$ cat config.mk
export PLATFORM = sky130hd
export DESIGN_NAME = hs_mode_detector
export DESIGN_NICKNAME = d
export VERILOG_FILES = /design/src/rtl/hs_det_pkg.sv /design/src/rtl/bus_line_sync.sv /design/src/rtl/bus_cond_detect.sv /design/src/rtl/first_byte_capture.sv /design/src/rtl/hs_mode_ctrl.sv /design/src/rtl/hs_mode_detector.sv
export SDC_FILE = /design/constraint.sdc
export NUM_CORES = 1
export LEC_CHECK = 0
export ABC_AREA = 1
export BUFFER_PORTS_ARGS = -buffer_cell sky130_fd_sc_hd__buf_2
export CORE_MARGIN = 2
export CORE_UTILIZATION = 47
export DETAILED_ROUTE_END_ITERATION = 8
export GPL_TIMING_DRIVEN = 0
export PLACE_DENSITY = 0.7
export SLEW_MARGIN = 0
export SYNTH_ARGS = -nofsm -noshare
export SYNTH_HDL_FRONTEND = slang
export SYNTH_SLANG_ARGS = --single-unit
$ cat constraint.sdc
create_clock -name clk -period 2.26 [get_ports clk]
set_clock_uncertainty 0.2 [all_clocks]
set_input_delay 0.452 -clock clk [delete_from_list [all_inputs] [get_ports clk]]
set_output_delay 0.452 -clock clk [all_outputs]
set_load 0.05 [all_outputs]
$ cat src/rtl/hs_det_pkg.sv
// Package: shared types and constants for the high-speed mode entry detector.
// Assumes: SCL is line index 0 and SDA is line index 1 in the synchroniser.
package hs_det_pkg;

    localparam int SCL_IDX  = 0;
    localparam int SDA_IDX  = 1;
    localparam int LINE_CNT = 2;

    // State of the first-byte capture engine
    typedef enum logic [1:0] {
        CAP_IDLE  = 2'd0,   // waiting for a START
        CAP_SHIFT = 2'd1,   // shifting in the first byte
        CAP_ACK   = 2'd2    // master code ACK clock in progress
    } cap_state_e;

endpackage

$ cat src/rtl/bus_line_sync.sv
// Module: bus_line_sync
// Brings each raw bus line through a chain of STAGES flops and keeps one
// more flop of history for edge detection.
// Assumes: lines idle high, so every flop resets to 1.
module bus_line_sync #(
    parameter int STAGES = 2,
    parameter int WIDTH  = 2
) (
    input  logic             clk,
    input  logic             rst_n,
    input  logic [WIDTH-1:0] lines_in,
    output logic [WIDTH-1:0] cur,
    output logic [WIDTH-1:0] prev
);

    for (genvar g = 0; g < WIDTH; g++) begin : g_line
        logic [STAGES-1:0] chain;
        logic              prev_q;

        // Shift the line through the synchroniser and keep one older sample
        always_ff @(posedge clk) begin
            if (!rst_n) begin
                chain  <= '1;
                prev_q <= 1'b1;
            end else begin
                chain  <= (chain << 1) | STAGES'(lines_in[g]);
                prev_q <= chain[STAGES-1];
            end
        end

        assign cur[g]  = chain[STAGES-1];
        assign prev[g] = prev_q;
    end

endmodule

$ cat src/rtl/bus_cond_detect.sv
// Module: bus_cond_detect
// Finds START/STOP conditions and SCL edges from current and previous line
// samples, and registers the condition pulses for the outside world.
// Assumes: inputs are already synchronised to clk.
module bus_cond_detect (
    input  logic clk,
    input  logic rst_n,
    input  logic scl_cur,
    input  logic scl_prev,
    input  logic sda_cur,
    input  logic sda_prev,
    output logic start_det,
    output logic stop_det,
    output logic scl_rise,
    output logic scl_fall,
    output logic start_pulse,
    output logic stop_pulse
);

    logic scl_steady_high;

    // Decode conditions and clock edges from the two samples
    always_comb begin
        scl_steady_high = scl_cur & scl_prev;
        start_det       = scl_steady_high & sda_prev & ~sda_cur;
        stop_det        = scl_steady_high & ~sda_prev & sda_cur;
        scl_rise        = scl_cur & ~scl_prev;
        scl_fall        = ~scl_cur & scl_prev;
    end

    // Register the condition pulses
    always_ff @(posedge clk) begin
        if (!rst_n) begin
            start_pulse <= 1'b0;
            stop_pulse  <= 1'b0;
        end else begin
            start_pulse <= start_det;
            stop_pulse  <= stop_det;
        end
    end

endmodule

$ cat src/rtl/first_byte_capture.sv
// Module: first_byte_capture
// Shifts in the first byte after each START, MSB first on SCL rising
// edges. An ordinary byte is passed out with a strobe; a master code holds
// off the acknowledge for the ninth clock and reports the end of that clock.
// Assumes: START and STOP never coincide with an SCL edge.
module first_byte_capture
    import hs_det_pkg::*;
#(
    parameter int                   BYTE_W      = 8,
    parameter int                   MC_PREFIX_W = 5,
    parameter logic [MC_PREFIX_W-1:0] MC_PREFIX = 5'b00001
) (
    input  logic              clk,
    input  logic              rst_n,
    input  logic              start_det,
    input  logic              stop_det,
    input  logic              scl_rise,
    input  logic              scl_fall,
    input  logic              sda_bit,
    output logic [BYTE_W-1:0] byte_data,
    output logic              byte_valid,
    output logic              ack_inhibit,
    output logic              mc_ack_end
);

    localparam int CNT_W = $clog2(BYTE_W + 1);

    cap_state_e        state;
    logic [CNT_W-1:0]  bit_cnt;
    logic [BYTE_W-1:0] shift_q;
    logic              fall_seen;
    logic [BYTE_W-1:0] next_byte;
    logic              last_bit;
    logic              is_mc;

    // Form the byte as it will be after this bit and test for the master code
    always_comb begin
        next_byte  = {shift_q[BYTE_W-2:0], sda_bit};
        last_bit   = (bit_cnt == CNT_W'(BYTE_W - 1));
        is_mc      = (next_byte[BYTE_W-1 -: MC_PREFIX_W] == MC_PREFIX);
        mc_ack_end = (state == CAP_ACK) && scl_fall && fall_seen;
    end

    // Capture sequencing: shift, classify, then track the ACK clock
    always_ff @(posedge clk) begin
        if (!rst_n) begin
            state       <= CAP_IDLE;
            bit_cnt     <= '0;
            shift_q     <= '0;
            byte_data   <= '0;
            byte_valid  <= 1'b0;
            ack_inhibit <= 1'b0;
            fall_seen   <= 1'b0;
        end else begin
            byte_valid <= 1'b0;
            if (start_det) begin
                state       <= CAP_SHIFT;
                bit_cnt     <= '0;
                ack_inhibit <= 1'b0;
                fall_seen   <= 1'b0;
            end else if (stop_det) begin
                state       <= CAP_IDLE;
                ack_inhibit <= 1'b0;
                fall_seen   <= 1'b0;
            end else begin
                case (state)
                    CAP_SHIFT: begin
                        if (scl_rise) begin
                            shift_q <= next_byte;
                            if (last_bit) begin
                                if (is_mc) begin
                                    state       <= CAP_ACK;
                                    ack_inhibit <= 1'b1;
                                    fall_seen   <= 1'b0;
                                end else begin
                                    state      <= CAP_IDLE;
                                    byte_data  <= next_byte;
                                    byte_valid <= 1'b1;
                                end
                            end else begin
                                bit_cnt <= bit_cnt + 1'b1;
                            end
                        end
                    end
                    CAP_ACK: begin
                        if (scl_fall) begin
                            if (fall_seen) begin
                                state       <= CAP_IDLE;
                                ack_inhibit <= 1'b0;
                            end else begin
                                fall_seen <= 1'b1;
                            end
                        end
                    end
                    default: ;
                endcase
            end
        end
    end

endmodule

$ cat src/rtl/hs_mode_ctrl.sv
// Module: hs_mode_ctrl
// Holds the speed-class flag: set when a master code ACK clock ends,
// cleared by STOP, untouched by repeated START.
// Assumes: set and clear requests never arrive in the same cycle.
module hs_mode_ctrl (
    input  logic clk,
    input  logic rst_n,
    input  logic stop_det,
    input  logic mc_ack_end,
    output logic hs_mode
);

    // Update the speed-class flag
    always_ff @(posedge clk) begin
        if (!rst_n) begin
            hs_mode <= 1'b0;
        end else if (stop_det) begin
            hs_mode <= 1'b0;
        end else if (mc_ack_end) begin
            hs_mode <= 1'b1;
        end
    end

endmodule

$ cat src/rtl/hs_mode_detector.sv
// Module: hs_mode_detector (top)
// Tracks whether the I2C bus runs at standard/fast or high speed for a
// target device, and hands ordinary first bytes to address matching.
// Assumes: clk is fast enough to see every SCL phase over SYNC_STAGES+1 cycles.
module hs_mode_detector
    import hs_det_pkg::*;
#(
    parameter int                     SYNC_STAGES = 2,
    parameter int                     BYTE_W      = 8,
    parameter int                     MC_PREFIX_W = 5,
    parameter logic [MC_PREFIX_W-1:0] MC_PREFIX   = 5'b00001
) (
    input  logic              clk,
    input  logic              rst_n,
    input  logic              scl_in,
    input  logic              sda_in,
    output logic              bus_start,
    output logic              bus_stop,
    output logic [BYTE_W-1:0] byte_data,
    output logic              byte_valid,
    output logic              ack_inhibit,
    output logic              hs_mode
);

    logic [LINE_CNT-1:0] raw_lines;
    logic [LINE_CNT-1:0] line_cur;
    logic [LINE_CNT-1:0] line_prev;
    logic start_det, stop_det, scl_rise, scl_fall, mc_ack_end;

    assign raw_lines[SCL_IDX] = scl_in;
    assign raw_lines[SDA_IDX] = sda_in;

    bus_line_sync #(
        .STAGES (SYNC_STAGES),
        .WIDTH  (LINE_CNT)
    ) i_sync (
        .clk      (clk),
        .rst_n    (rst_n),
        .lines_in (raw_lines),
        .cur      (line_cur),
        .prev     (line_prev)
    );

    bus_cond_detect i_cond (
        .clk         (clk),
        .rst_n       (rst_n),
        .scl_cur     (line_cur[SCL_IDX]),
        .scl_prev    (line_prev[SCL_IDX]),
        .sda_cur     (line_cur[SDA_IDX]),
        .sda_prev    (line_prev[SDA_IDX]),
        .start_det   (start_det),
        .stop_det    (stop_det),
        .scl_rise    (scl_rise),
        .scl_fall    (scl_fall),
        .start_pulse (bus_start),
        .stop_pulse  (bus_stop)
    );

    first_byte_capture #(
        .BYTE_W      (BYTE_W),
        .MC_PREFIX_W (MC_PREFIX_W),
        .MC_PREFIX   (MC_PREFIX)
    ) i_capture (
        .clk         (clk),
        .rst_n       (rst_n),
        .start_det   (start_det),
        .stop_det    (stop_det),
        .scl_rise    (scl_rise),
        .scl_fall    (scl_fall),
        .sda_bit     (line_cur[SDA_IDX]),
        .byte_data   (byte_data),
        .byte_valid  (byte_valid),
        .ack_inhibit (ack_inhibit),
        .mc_ack_end  (mc_ack_end)
    );

    hs_mode_ctrl i_mode (
        .clk        (clk),
        .rst_n      (rst_n),
        .stop_det   (stop_det),
        .mc_ack_end (mc_ack_end),
        .hs_mode    (hs_mode)
    );

endmodule

==> metrics.csv <==
metric,value,unit
status,"finished, final reports clean",
area_growth,15.3,%
nFillCells,259,
cts.repair.resized,0,
wl,2.50,mm
p_int,0.000870,W
synth_area_per_cell,8.32,µm²
crit_chain,ha_1 > nand3_1 > nor2_4 > nand3_4 > nand2_1 > a21oi_1,
drv_slew,0,
insertion_delay,0.33,ns
num_io_pins,17,
start_util,48.7,%
slowest_stage,dfxtp_1,
first_pass_iters,4,
fin_crit,1.71,ns
die_w,57.2,µm
cts_hold_buffers,0,
max_freq,0.586,GHz
syn_nets,168,
grtUsageTotal,17.6,%
period_share,75.5,%
gp_congestion,0.752,
place_ws,0.537,ns
synth.area.top_cells,"dfxtp_1 50%, nand2_1 8.2%, a21oi_1 7.1%",
endpoint_kind,register,
synth_cells,160,
p_leak,0.616,nW
core.rowCount,19,
yosysSeqAreaShare,49.6,%
worst_ep_required_time,2.27,ns
dp_hpwl,1.82,mm
cts.clk_slew.worst_paths,0.10,ns
diodes,0,
final_layout_size_suffix_gt1_share,19.0,%
crit_type,register to register,
fin_setup_tns,0,ns
cp_slowest_stage_delay,0.37,ns
power_density,720,nW/µm²
grt_pass1_vias,1009,
synth_area,1330,µm²
via_count,1113,
dieArea,3270,µm²
hold_violations,0,
yosys.area.top_type_share,49.6,%
ys.flop_type,dfxtp_1,
holdWs,0.101,ns
hp-class,input pin to register,
async_flop_share,0,%
rrSetupSlack,0.55,ns
portBuffers,16,
ant_nets,0,
cap_violations,0,
cts_buffer_depth,2,
drc,0,
grt_pass1_wl,4.40,mm
synth_cell_types,26,
power,0.00111,W
cts_tree,built,
numCtsBuffers,5,
vdd_drop_max,528,µV
viasPerCell,5.18,
setup_viol,0,
synth.most_common_cell,dfxtp_1,
htreeDepth,2,
cts-root-buf,clkbuf_4,
worst_pin_slew,0.509,ns
p_seq_share,53.8,%
rsz0062_at_grt,false,
fp.dieH,57.2,µm
first_iter_violations,33,
synth-edff-count,0,
nets,191,
fin_ws,0.553,ns
switching_power,0.000235,W
p_comb_share,4.9,%
yosysWarnings,0,
antenna_found_initial,0,
core,2730,µm²
yosysTopAreaCell,dfxtp_1,
ys_seq_elements,33,
crit_fanout,9,
wl_per_cell,11.6,µm
overflow,0,
cts_sinks,33,
p_clk_share,41.2,%
slew_headroom,66.1,%
crit_arrival,1.72,ns
cts_setup_buffers,0,
grt_max_degree,11,
synth_common_cells,"33 x dfxtp_1, 29 x nand2_1, 19 x a21oi_1",
sw_frac_of_total,21.3,%
start_kind,register,
==> cell usage in the layout (no fill, tap or decap), types with 2 or more instances in the layout <==
cell type	instances
nand4_1	10
clkbuf_1	4
clkbuf_4	5
nand3_1	6
dfxtp_1	33
a21oi_1	19
nand3_4	2
buf_2	17
ha_1	4
o21ai_0	6
inv_1	14
nor3_1	4
nor2_1	13
or2_2	4
nand2_1	29
==> logic make-up (layout without fill, tap and decap cells) <==
family	count (synthesis)	in the layout	synth area share, %
fa+ha+maj	4	4	3.76
compound gates	29	29	11.7
simple gates	74	74	28.5
buf+inv	19	43	5.83
xor+xnor	1	1	0.658
flops	33	33	49.6
==> layout make-up <==
type	count	area [µm²]	share of cell area (%)
sequential	33	661	43.0
clock buffer	7	55.1	3.59
buffer	4	16.3	1.06
tap	31	38.8	2.53
inverter	15	61.3	3.99
clock inverter	1	30.0	1.96
timing repair buffer	16	80.1	5.22
multi-input combinational	108	593	38.6
==> flip-flops by register name, indices dropped and copies added, names as in the netlist <==
signal	flops
i_sync.g_line.chain	4
i_capture.ack_inhibit	1
i_mode.hs_mode	1
i_capture.state	2
i_cond.start_pulse	1
i_capture.fall_seen	1
i_capture.byte_data	8
i_capture.bit_cnt	4
i_capture.byte_valid	1
i_cond.stop_pulse	1
i_capture.shift_q	7
i_sync.g_line.prev_q	2
==> critical path: cells and delay by family, from the launching register on <==
family	cells	cell delay [ns]
simple gates	4	0.78
flops	1	0.37
fa+ha+maj	1	0.18
compound gates	1	0.06
==> metal layers <==
metal | wire [µm] | track usage [%] | vias to the layer above | part of all wire (%)
li1 | - | - | 582 | -
met3 | 115 | 4.99 | 7 | 4.6
met4 | 51 | 9.97 | 0 | 2.0
met2 | 1130 | 26.8 | 23 | 45
met1 | 1200 | 22.3 | 501 | 48
met5 | 0 | 0 | - | 0
==> power groups by stage <==
| stage | registers [W] | clock network [W] | logic, W |
|---|---|---|---|
| final | 0.000595 | 0.000456 | 0.0000545 |
| after global routing | 0.000596 | 0.000497 | 0.0000617 |
| after CTS | 0.000595 | 0.000474 | 0.0000550 |
| after detailed placement | 0.000609 | 0 | 0.0000547 |
| after global placement | 0.000608 | 0 | 0.0000533 |
| after floorplan | 0.000613 | 0 | 0.0000353 |
==> through the flow <==
step,cell area [µm²],utilization (%),cells
2_1_floorplan,1330,-,160
5_1_grt,1540,56.2,215
6_report,1540,56.2,215
4_1_cts,1540,56.2,215
3_5_place_dp,1450,53.0,207
3_3_place_gp,1450,53.0,207
==> final timing paths <==
| check | startpoint | end | cells after the start |
|---|---|---|---|
| worst max-delay path | i_capture.bit_cnt[0]$_SDFFE_PP0P_ | i_capture.byte_data[4]$_SDFFE_PN0P_ | 6 |
| worst max register to register | i_capture.bit_cnt[0]$_SDFFE_PP0P_ | i_capture.byte_data[4]$_SDFFE_PN0P_ | 6 |
| worst min-delay path | scl_in | i_sync.g_line[0].chain[0]$_SDFF_PN1_ | 2 |
| worst min register to register | i_sync.g_line[1].chain[0]$_SDFF_PN1_ | i_sync.g_line[1].chain[1]$_SDFF_PN1_ | 1 |
(Power assumes the default switching activity.)
